### config.mk
export PLATFORM = sky130hd
export DESIGN_NAME = pulse_swallow_div
export DESIGN_NICKNAME = d
export VERILOG_FILES = /design/src/rtl/pulse_swallow_div.sv
export SDC_FILE = /design/constraint.sdc
export NUM_CORES = 1
export LEC_CHECK = 0
export ABC_AREA = 1
export BUFFER_PORTS_ARGS = -buffer_cell sky130_fd_sc_hd__buf_2
export CAP_MARGIN = 15
export CORE_MARGIN = 2
export CORE_UTILIZATION = 45
export DETAILED_ROUTE_END_ITERATION = 6
export PLACE_DENSITY = 0.71
export SYNTH_ARGS = -nofsm -noshare
export SYNTH_HDL_FRONTEND = slang
export SYNTH_SLANG_ARGS = --single-unit
export TNS_END_PERCENT = 5
### constraint.sdc
create_clock -name clk -period 1.5 [get_ports clk]
set_clock_uncertainty 0.1 [all_clocks]
set_input_delay 0 -clock clk [delete_from_list [all_inputs] [get_ports clk]]
set_output_delay 0 -clock clk [all_outputs]
set_load 0.05 [all_outputs]
### src/rtl/pulse_swallow_div.sv
module pulse_swallow_div #(
  parameter int SW_W   = 7,
  parameter int PG_W   = 11,
  parameter int PG_MIN = 5
) (
  input  logic            clk,
  input  logic            rst_n,
  input  logic [SW_W-1:0] swallow_ld,
  input  logic [PG_W-1:0] count_ld,
  input  logic            pair_ld,
  output logic            mod_hi,
  output logic            fp,
  output logic            pair_sel
);
  localparam logic [PG_W-1:0] MIN_CNT = PG_W'(PG_MIN);

  logic [PG_W-1:0] pcnt;
  logic [SW_W-1:0] scnt;

  wire             boundary = (pcnt <= PG_W'(1));
  wire [PG_W-1:0]  cnt_eff  = (count_ld < MIN_CNT) ? MIN_CNT : count_ld;

  always_ff @(posedge clk or negedge rst_n) begin
    if (!rst_n) begin
      pcnt     <= '0;
      scnt     <= '0;
      pair_sel <= 1'b0;
    end else if (boundary) begin
      pcnt     <= cnt_eff;
      scnt     <= swallow_ld;
      pair_sel <= pair_ld;
    end else begin
      pcnt <= pcnt - PG_W'(1);
      if (scnt != '0) scnt <= scnt - SW_W'(1);
    end
  end

  assign mod_hi = (scnt != '0);
  assign fp     = (pcnt == PG_W'(1));

  assert_fp_single_R2: assert property (@(posedge clk) disable iff (!rst_n)
    fp |=> !fp);

  assert_mod_no_rise_R3: assert property (@(posedge clk) disable iff (!rst_n)
    (!boundary && !mod_hi) |=> !mod_hi);

  assert_pair_hold_R5: assert property (@(posedge clk) disable iff (!rst_n)
    !boundary |=> $stable(pair_sel));

  assert_full_swallow_R6: assert property (@(posedge clk) disable iff (!rst_n)
    (!boundary && PG_W'(scnt) >= pcnt) |=> mod_hi);

  assert_min_load_R7: assert property (@(posedge clk) disable iff (!rst_n)
    boundary |=> (pcnt >= MIN_CNT));

  always_comb begin
    if (!rst_n) assert_reset_quiet_R1: assert (!fp && !mod_hi);
  end
endmodule

==> impl_metrics.tcl, run 1 <==
set metrics [dict create \
    ys.flop_type "dfrtp_1" \
    leakagePower_nw 0.961 \
    firstDrtPassIters 4 \
    overflow 0 \
    period_needed_ns 1.60 \
    io_buffer_count 23 \
    grt_pass1_vias 1319 \
    syn_area_um2 1310 \
    antenna_found_initial 0 \
    grt_pass1_wl_um 5430 \
    r2r_end "pcnt[10]$_DFF_PN0_" \
    vias 1333 \
    ys_types 27 \
    drc 0 \
    crit_arrival_ns 1.50 \
    fin_area_um2 1970 \
    avgSynthCellArea_um2 7.13 \
    setup_violations 20 \
    drive_gt1_share_pct 35.9 \
    tightest_slew_ns 0.436 \
    die-area_um2 3360 \
    clk_pin_slew_ns 0.11 \
    relSlewSlack_pct 70.9 \
    rows 19 \
    cts-root-buf "clkbuf_4" \
    wirelength_um 3350 \
    rsz0062_at_grt "yes" \
    insertion_delay_ns 0.31 \
    die_h_um 58.0 \
    finalSetupTns_ns -0.803 \
    ant_nets 0 \
    ys_seq_area_share_pct 36.3 \
    synth.area.top_cells "dfrtp_1 (36%), nand2_1 (16%), nor2_1 (8.0%)" \
    rrSetupSlack_ns -0.09 \
    fmax_mhz 623 \
    cts_max_path_buffers 2 \
    cts_tree "built" \
    wl_per_cell_um 12.0 \
    hpwl_um 2140 \
    synth_most_common_cell "nand2_1" \
    status "finished, violations left" \
    io_pins 24 \
    ys_seq_elements 19 \
    synth.top_cell.area_share_pct 36.3 \
    reg2regPathDepth 9 \
    die_x_um 58.0 \
    r2r_start "pcnt[1]$_DFF_PN0_" \
    track_usage_pct 20.7 \
    synth_nets 209 \
    initial_core_util_pct 47.5 \
    numCtsBuffers 3 \
    area_growth_pct 50.0 \
    clkSinkCount 19 \
    drtIter0Drc 29 \
    synth_edf_count 0 \
    place_area_um2 1560 \
    crit_start "pcnt[1]$_DFF_PN0_" \
    cap_violations 0 \
    power_density_nw_per_um2 839 \
    synthTopCellsByCount "nand2_1 (56), nor2_1 (28), inv_1 (21), dfrtp_1 (19), nand3_1 (11)" \
    yosysTopAreaCell "dfrtp_1" \
    hold_path.class "in2async" \
    cp.required_ns 1.40 \
    ys_async_sr_fraction_pct 100 \
    syn_inst 184 \
    yosysWarnings 0 \
    core_area_um2 2760 \
    cts_max_level 1 \
    n_fill_cell 219 \
    n_antenna_cell 0 \
    hold_violations 0 \
    critPathKind "reg2out" \
    violations "negative setup slack" \
    vdd_ir_drop_max_v 0.00102 \
    worst_slack_ns -0.105 \
    nets 274 \
    grt_max_degree 20 \
    worstPathMaxFanout 4 \
    start_kind "flip-flop" \
    end_kind "output pin" \
    gp_congestion 0.798 \
    viasPerCell 4.78 \
    period_share_pct 107 \
    worstSetupEndpoint "fp" \
    slew_viol_final 0 \
]
[how the worst min path moves through the flow]
stage	slack, ns	start	to
floorplan	-0.40	rst_n	pair_sel$_DFFE_PN0P_
global placement	-0.13	rst_n	pcnt[5]$_DFF_PN0_
detailed placement	-0.12	rst_n	pcnt[5]$_DFF_PN0_
CTS	0.07	rst_n	pcnt[8]$_DFF_PN0_
global route	0.08	rst_n	pair_sel$_DFFE_PN0P_
finish	0.05	rst_n	pcnt[6]$_DFF_PN0_
[state kept, by name (all words and copies together) (netlist names)]
register	flops
pcnt	11
scnt	7
pair_sel	1
[metrics by stage]
stage	utilization (%)	instances	hold slack, ns	setup slack, ns	total power [mW]
2_1_floorplan	-	184	-0.396	-0.0885	1.10
3_3_place_gp	56.5	246	-0.127	-0.000246	1.24
3_5_place_dp	56.5	246	-0.124	-0.0657	1.24
4_1_cts	66.4	273	0.0736	-0.0964	1.61
5_1_grt	71.3	279	0.0836	-0.172	1.78
6_report	71.3	279	0.0481	-0.105	1.65
[final cells by class]
class                      instances  area [µm²]  area share, %
clock inverter                     1        5.00          0.254
multi-input combinational        140         832           42.3
clock buffer                       3        22.5           1.15
timing repair buffer              62         494           25.1
sequential                        19         477           24.2
tap                               31        38.8           1.97
inverter                          23        97.6           4.96
[placed cells by master (no fill, tap or decap)]
master and n:
ha_2 1, dlygate4sd3_1 20, a21oi_2 1, buf_6 3, clkinv_2 1, dfrtp_1 18
nand2_8 1, inv_2 5, buf_4 16, o21ai_1 7, ha_4 2, nor2_4 5
nand3_1 9, inv_8 1, nor2_1 21, nor3_1 1, ha_1 1, clkbuf_4 3
nand2_2 7, nand3_2 3, dfrtp_2 1, or2_1 1, nor2_2 6, o21ai_0 2
inv_1 16, nand3_4 1, or2_2 2, buf_2 21, xor2_1 8, nand2_4 4
nand4_1 2, buf_8 1, clkinvlp_4 1, o21ai_2 2, nand2_1 50, a21oi_1 3
buf_12 1
[critical path, cell delays in order (launching register included)]
cell,delay (ns)
dfrtp_1,0.42
inv_2,0.08
ha_4,0.13
nand2_4,0.05
nor2_4,0.12
nand3_4,0.14
inv_2,0.11
buf_8,0.14
[per-layer routing]
| metal | routed length [µm] | GRT usage [%] | share of wire [%] |
|---|---|---|---|
| met5 | 0 | 0 | 0 |
| met3 | 70 | 1.56 | 2.1 |
| met2 | 1670 | 36.4 | 50 |
| met4 | 80 | 7.97 | 2.4 |
| met1 | 1530 | 26.5 | 46 |
[cells by family after synthesis]
kind of cell	synth area share (%)
XOR/XNOR	5.34
flip-flops	36.3
AO/OA/AOI/OAI	6.58
buffers and inverters	9.35
adder cells (fa/ha/maj)	3.82
AND/OR/NAND/NOR	38.6
[repair_timing]
action | 4_1_cts | 5_1_grt
gates cloned | 0 | 1
gates resized for setup | 9 | 27
setup buffers | 3 | 5
endpoints found under the hold margin | 38 | 0
pin swaps | 4 | 4
setup endpoints to repair | 20 | 21
hold buffers | 20 | 0
[power by group]
part | internal (mW) | leakage (nW) | switching (mW) | total (mW)
registers | 0.609 | 0.204 | 0.0807 | 0.689
logic | 0.325 | 0.740 | 0.354 | 0.679
clock network | 0.0999 | 0.0177 | 0.181 | 0.281
No activity file was read; power rests on OpenSTA's default activity.
==> run 2, diff against run 1 <==
--- a/config.mk
+++ b/config.mk
@@ -8,6 +8,7 @@
 export ABC_AREA = 1
 export BUFFER_PORTS_ARGS = -buffer_cell sky130_fd_sc_hd__buf_2
 export CAP_MARGIN = 15
+export CORE_ASPECT_RATIO = 0.75
 export CORE_MARGIN = 2
 export CORE_UTILIZATION = 45
 export DETAILED_ROUTE_END_ITERATION = 6
==> impl_metrics.tcl, run 2 (synthesis gave the netlist of run 1 again) <==
set metrics [dict create \
    period_share_pct 103 \
    rsz0062_at_grt "yes" \
    power_mw 1.73 \
    vias 1341 \
    overflow 0 \
    cts_tree "built" \
    largest_reg_flops 11 \
    hold_violations 0 \
    fin_hold_ws_ns 0.117 \
    clk_pin_slew_ns 0.07 \
    cp_num_cells 8 \
    largestRegisters "pcnt x11, scnt x7, pair_sel x1" \
    clkSinkCount 19 \
    grt_max_degree 20 \
    die_x_um 66.3 \
    finalSetupTns_ns -0.135 \
    period_needed_ns 1.55 \
    rrSetupSlack_ns -0.05 \
    cts_max_path_buffers 2 \
    core_area_um2 2680 \
    leakagePower_nw 0.953 \
    violations "negative setup slack" \
    worstPathMaxFanout 5 \
    drive_gt1_share_pct 31.3 \
    critPathKind "reg2reg" \
    wirelength_um 3260 \
    vdd_ir_drop_max_v 0.000643 \
    gp_congestion 0.825 \
    drtIter0Drc 67 \
    hpwl_um 2240 \
    post-place-ws_ns -0.0461 \
    numCtsBuffers 3 \
    reg2regPathDepth 8 \
    tightest_slew_ns 0.442 \
    grt_pass1_vias 1326 \
    start_kind "flip-flop" \
    ant_nets 0 \
    slew_viol_final 0 \
    max_stage_delay_ns 0.40 \
    final_util_pct 71.8 \
    n_fill_cell 198 \
    path_delay_family "flip-flops" \
    fmax_mhz 645 \
    final_common_cell "nand2_1" \
    io_pins 24 \
    grt_pass1_wl_um 5810 \
    r2r_start "scnt[0]$_DFFE_PN0P_" \
    io_buffer_count 23 \
    relSlewSlack_pct 70.5 \
    n_antenna_cell 0 \
    nets 272 \
    critPathSlowestCell "dfrtp_1" \
    insertion_delay_ns 0.26 \
    ff_latch_area_um2 475 \
    worst_slack_ns -0.0494 \
    end_kind "flip-flop" \
    crit_arrival_ns 1.59 \
    multi_input_area_um2 779 \
    hold_path.class "in2async" \
    final_cell_mix "nand2_1 (55), nor2_1 (24), buf_2 (21)" \
    die-area_um2 3370 \
    power_density_nw_per_um2 900 \
    viasPerCell 4.76 \
    die_h_um 50.8 \
    initial_core_util_pct 48.9 \
    cts_max_level 1 \
    crit_buf_inv 2 \
    regMostFlops "pcnt" \
    firstDrtPassIters 4 \
    wl_per_cell_um 11.6 \
    cp.required_ns 1.55 \
    cap_violations 0 \
    status "finished, violations left" \
    r2r_end "scnt[2]$_DFFE_PN0P_" \
    critical_path.cell_chain "inv_2 > ha_4 > nand3_2 > nor2_4 > buf_4 > nor2_1 > o21ai_1 > nand2_1" \
    area_growth_pct 46.9 \
    antenna_found_initial 0 \
    rows 16 \
    setup_violations 6 \
    drc 0 \
    cts-root-buf "clkbuf_8" \
    track_usage_pct 22.7 \
]
## run 2: cell count changes in the layout (fill, tap and decap cells not counted), sizes merged
cell	delta
clkbuf	+1
clkinv	-1
buf	-2
## run 2: final cells by class
class                      instances  share of cell area [%]
clock buffer                       4                    2.34
timing repair buffer              60                    25.1
inverter                          23                    5.07
tap                               36                    2.34
multi-input combinational        140                    40.5
sequential                        19                    24.7
## run 2: how the worst max path moves through the flow
stage | start | endpoint
floorplan | scnt[0]$_DFFE_PN0P_ | scnt[0]$_DFFE_PN0P_
global placement | pcnt[1]$_DFF_PN0_ | scnt[6]$_DFFE_PN0P_
detailed placement | pcnt[1]$_DFF_PN0_ | pcnt[0]$_DFF_PN0_
CTS | scnt[0]$_DFFE_PN0P_ | mod_hi
global route | pcnt[1]$_DFF_PN0_ | pcnt[8]$_DFF_PN0_
finish | scnt[0]$_DFFE_PN0P_ | scnt[2]$_DFFE_PN0P_
## run 2: per-stage QoR
step / instances / cell area (µm²)
final: 282 / 1930
after global routing: 282 / 1930
after CTS: 280 / 1880
after detailed placement: 246 / 1530
after global placement: 246 / 1530
after floorplan: 184 / 1340
## run 2: power by group
group / switching (mW) / internal, mW / leakage (nW)
clock network: 0.173 / 0.189 / 0.0228
logic: 0.351 / 0.325 / 0.726
registers: 0.0853 / 0.609 / 0.204
## run 2: what timing repair did
item	4_1_cts	5_1_grt
endpoints found under the setup margin	19	21
pin swaps	4	5
setup buffers	9	2
resized for setup	14	9
hold endpoints to repair	38	0
hold buffers	20	0
cloned	1	0
## run 2: routing by layer
metal	GRT usage (%)	share of wire (%)	up-vias	routed length, µm
li1	-	-	691	-
met1	31.1	49	606	1580
met2	35.8	45	38	1480
met3	6.28	4.8	6	158
met4	4.42	1.2	0	40
met5	0	0	-	0
## run 2: worst reg2reg max path: cells and delay by family, from the launching register on
kind,cells,cell delay [ns]
flops,1,0.40
simple gates,4,0.35
buf+inv,2,0.29
compound gates,1,0.16
fa+ha+maj,1,0.14
==> run 3, diff against run 2 <==
--- a/config.mk
+++ b/config.mk
@@ -12,8 +12,7 @@
 export CORE_MARGIN = 2
 export CORE_UTILIZATION = 45
 export DETAILED_ROUTE_END_ITERATION = 6
-export PLACE_DENSITY = 0.71
+export PLACE_DENSITY = 0.69
 export SYNTH_ARGS = -nofsm -noshare
 export SYNTH_HDL_FRONTEND = slang
 export SYNTH_SLANG_ARGS = --single-unit
-export TNS_END_PERCENT = 5
==> constraint.sdc (replaced) <==
create_clock -name clk -period 2 [get_ports clk]
set_clock_uncertainty 0.1 [all_clocks]
set_input_delay 0 -clock clk [delete_from_list [all_inputs] [get_ports clk]]
set_output_delay 0 -clock clk [all_outputs]
set_load 0.05 [all_outputs]
==> impl_metrics.tcl, run 3 (synthesis gave the netlist of run 1 again) <==
set metrics [dict create \
    grt_pass1_wl_um 4790 \
    end_kind "output pin" \
    antenna_found_initial 0 \
    path_delay_family "buffers and inverters" \
    worstPathMaxFanout 6 \
    final_cell_mix "nand2_1 (56), nor2_1 (28), buf_2 (23)" \
    die_x_um 66.3 \
    hold_path.class "in2async" \
    grt_pass1_vias 1128 \
    status "completed" \
    slew_viol_final 0 \
    cp.required_ns 1.90 \
    hpwl_um 2090 \
    ant_nets 0 \
    fin_hold_ws_ns 0.113 \
    cap_violations 0 \
    rsz0062_at_grt "no" \
    period_needed_ns 1.74 \
    track_usage_pct 18.9 \
    critical_path.cell_chain "inv_1 > ha_1 > nand3_1 > nor2_2 > inv_1 > buf_2" \
    largest_reg_flops 11 \
    start_kind "flip-flop" \
    wl_per_cell_um 10.6 \
    clkSinkCount 19 \
    r2r_start "pcnt[1]$_DFF_PN0_" \
    largestRegisters "pcnt x11, scnt x7, pair_sel x1" \
    crit_start "scnt[0]$_DFFE_PN0P_" \
    route.met3.wl_um 150 \
    tightest_slew_ns 0.427 \
    cts_tree "built" \
    max_stage_delay_ns 0.40 \
    setup_violations 0 \
    clk_pin_slew_ns 0.07 \
    wirelength_um 2790 \
    cts_max_path_buffers 2 \
    met1_length_um 1480 \
    numCtsBuffers 3 \
    grt_max_degree 24 \
    rrSetupSlack_ns 0.33 \
    fmax_mhz 574 \
    cts_max_level 1 \
    period_share_pct 87.2 \
    drc 0 \
    gp_congestion 0.878 \
    rows 16 \
    insertion_delay_ns 0.25 \
    vias 1229 \
    core_area_um2 2680 \
    area_growth_pct 28.3 \
    drive_gt1_share_pct 19.3 \
    leakagePower_nw 0.854 \
    cts-root-buf "clkbuf_8" \
    finalSetupTns_ns 0 \
    regMostFlops "pcnt" \
    die_h_um 50.8 \
    viasPerCell 4.66 \
    relSlewSlack_pct 71.5 \
    cts_resized 0 \
    firstDrtPassIters 4 \
    final_common_cell "nand2_1" \
    crit_arrival_ns 1.64 \
    initial_core_util_pct 48.9 \
    crit_path_frequent_cell "inv_1" \
    vdd_ir_drop_max_v 0.000400 \
    critPathSlowestCell "dfrtp_1" \
    n_antenna_cell 0 \
    critPathKind "reg2out" \
    overflow 0 \
    die-area_um2 3370 \
    nets 254 \
    hold_violations 0 \
    power_density_nw_per_um2 687 \
    crit_buf_inv 3 \
    top_layer "met4" \
    io_buffer_count 23 \
    drtIter0Drc 37 \
    io_pins 24 \
    holdBufCountCts 20 \
    wl_met2_um 1150 \
    cts_setup_buffers 0 \
]
[run 3: area by class of cell]
cell class / count / area, µm²
fill: 262 / 1000
timing repair buffer: 43 / 315
clock buffer: 4 / 45.0
tap: 36 / 45.0
inverter: 23 / 88.8
sequential: 19 / 475
multi-input combinational: 139 / 713
[run 3: stage by stage]
step                util, %  power, mW  cell area (µm²)  cells  worst slack, ns
finish                 62.7       1.16             1680    264            0.257
global route           62.7       1.27             1680    264            0.120
CTS                    62.7       1.17             1680    264            0.258
detailed placement     53.6      0.874             1440    240            0.329
global placement       53.6      0.864             1440    240            0.393
floorplan                 -      0.778             1310    184            0.409
[run 3: worst paths after layout]
path,endpoint,depth (start not counted)
hold reg to reg,pair_sel$_DFFE_PN0P_,2
setup / recovery,mod_hi,6
min in group clk,pcnt[6]$_DFF_PN0_,4
hold / removal,pcnt[3]$_DFF_PN0_,2
max in group asynchronous,scnt[2]$_DFFE_PN0P_,2
setup reg to reg,scnt[0]$_DFFE_PN0P_,9
[run 3: power by group]
part	switching [mW]	internal [mW]	leakage [nW]
combinational	0.207	0.174	0.627
clock	0.120	0.141	0.0228
sequential	0.0561	0.457	0.204
total	0.384	0.773	0.854
[run 3: metal layers]
| layer | track usage [%] | vias up |
|---|---|---|
| li1 | - | 660 |
| met1 | 26.1 | 536 |
| met2 | 30.0 | 31 |
| met3 | 5.38 | 2 |
| met4 | 3.06 | 0 |
| met5 | 0 | - |
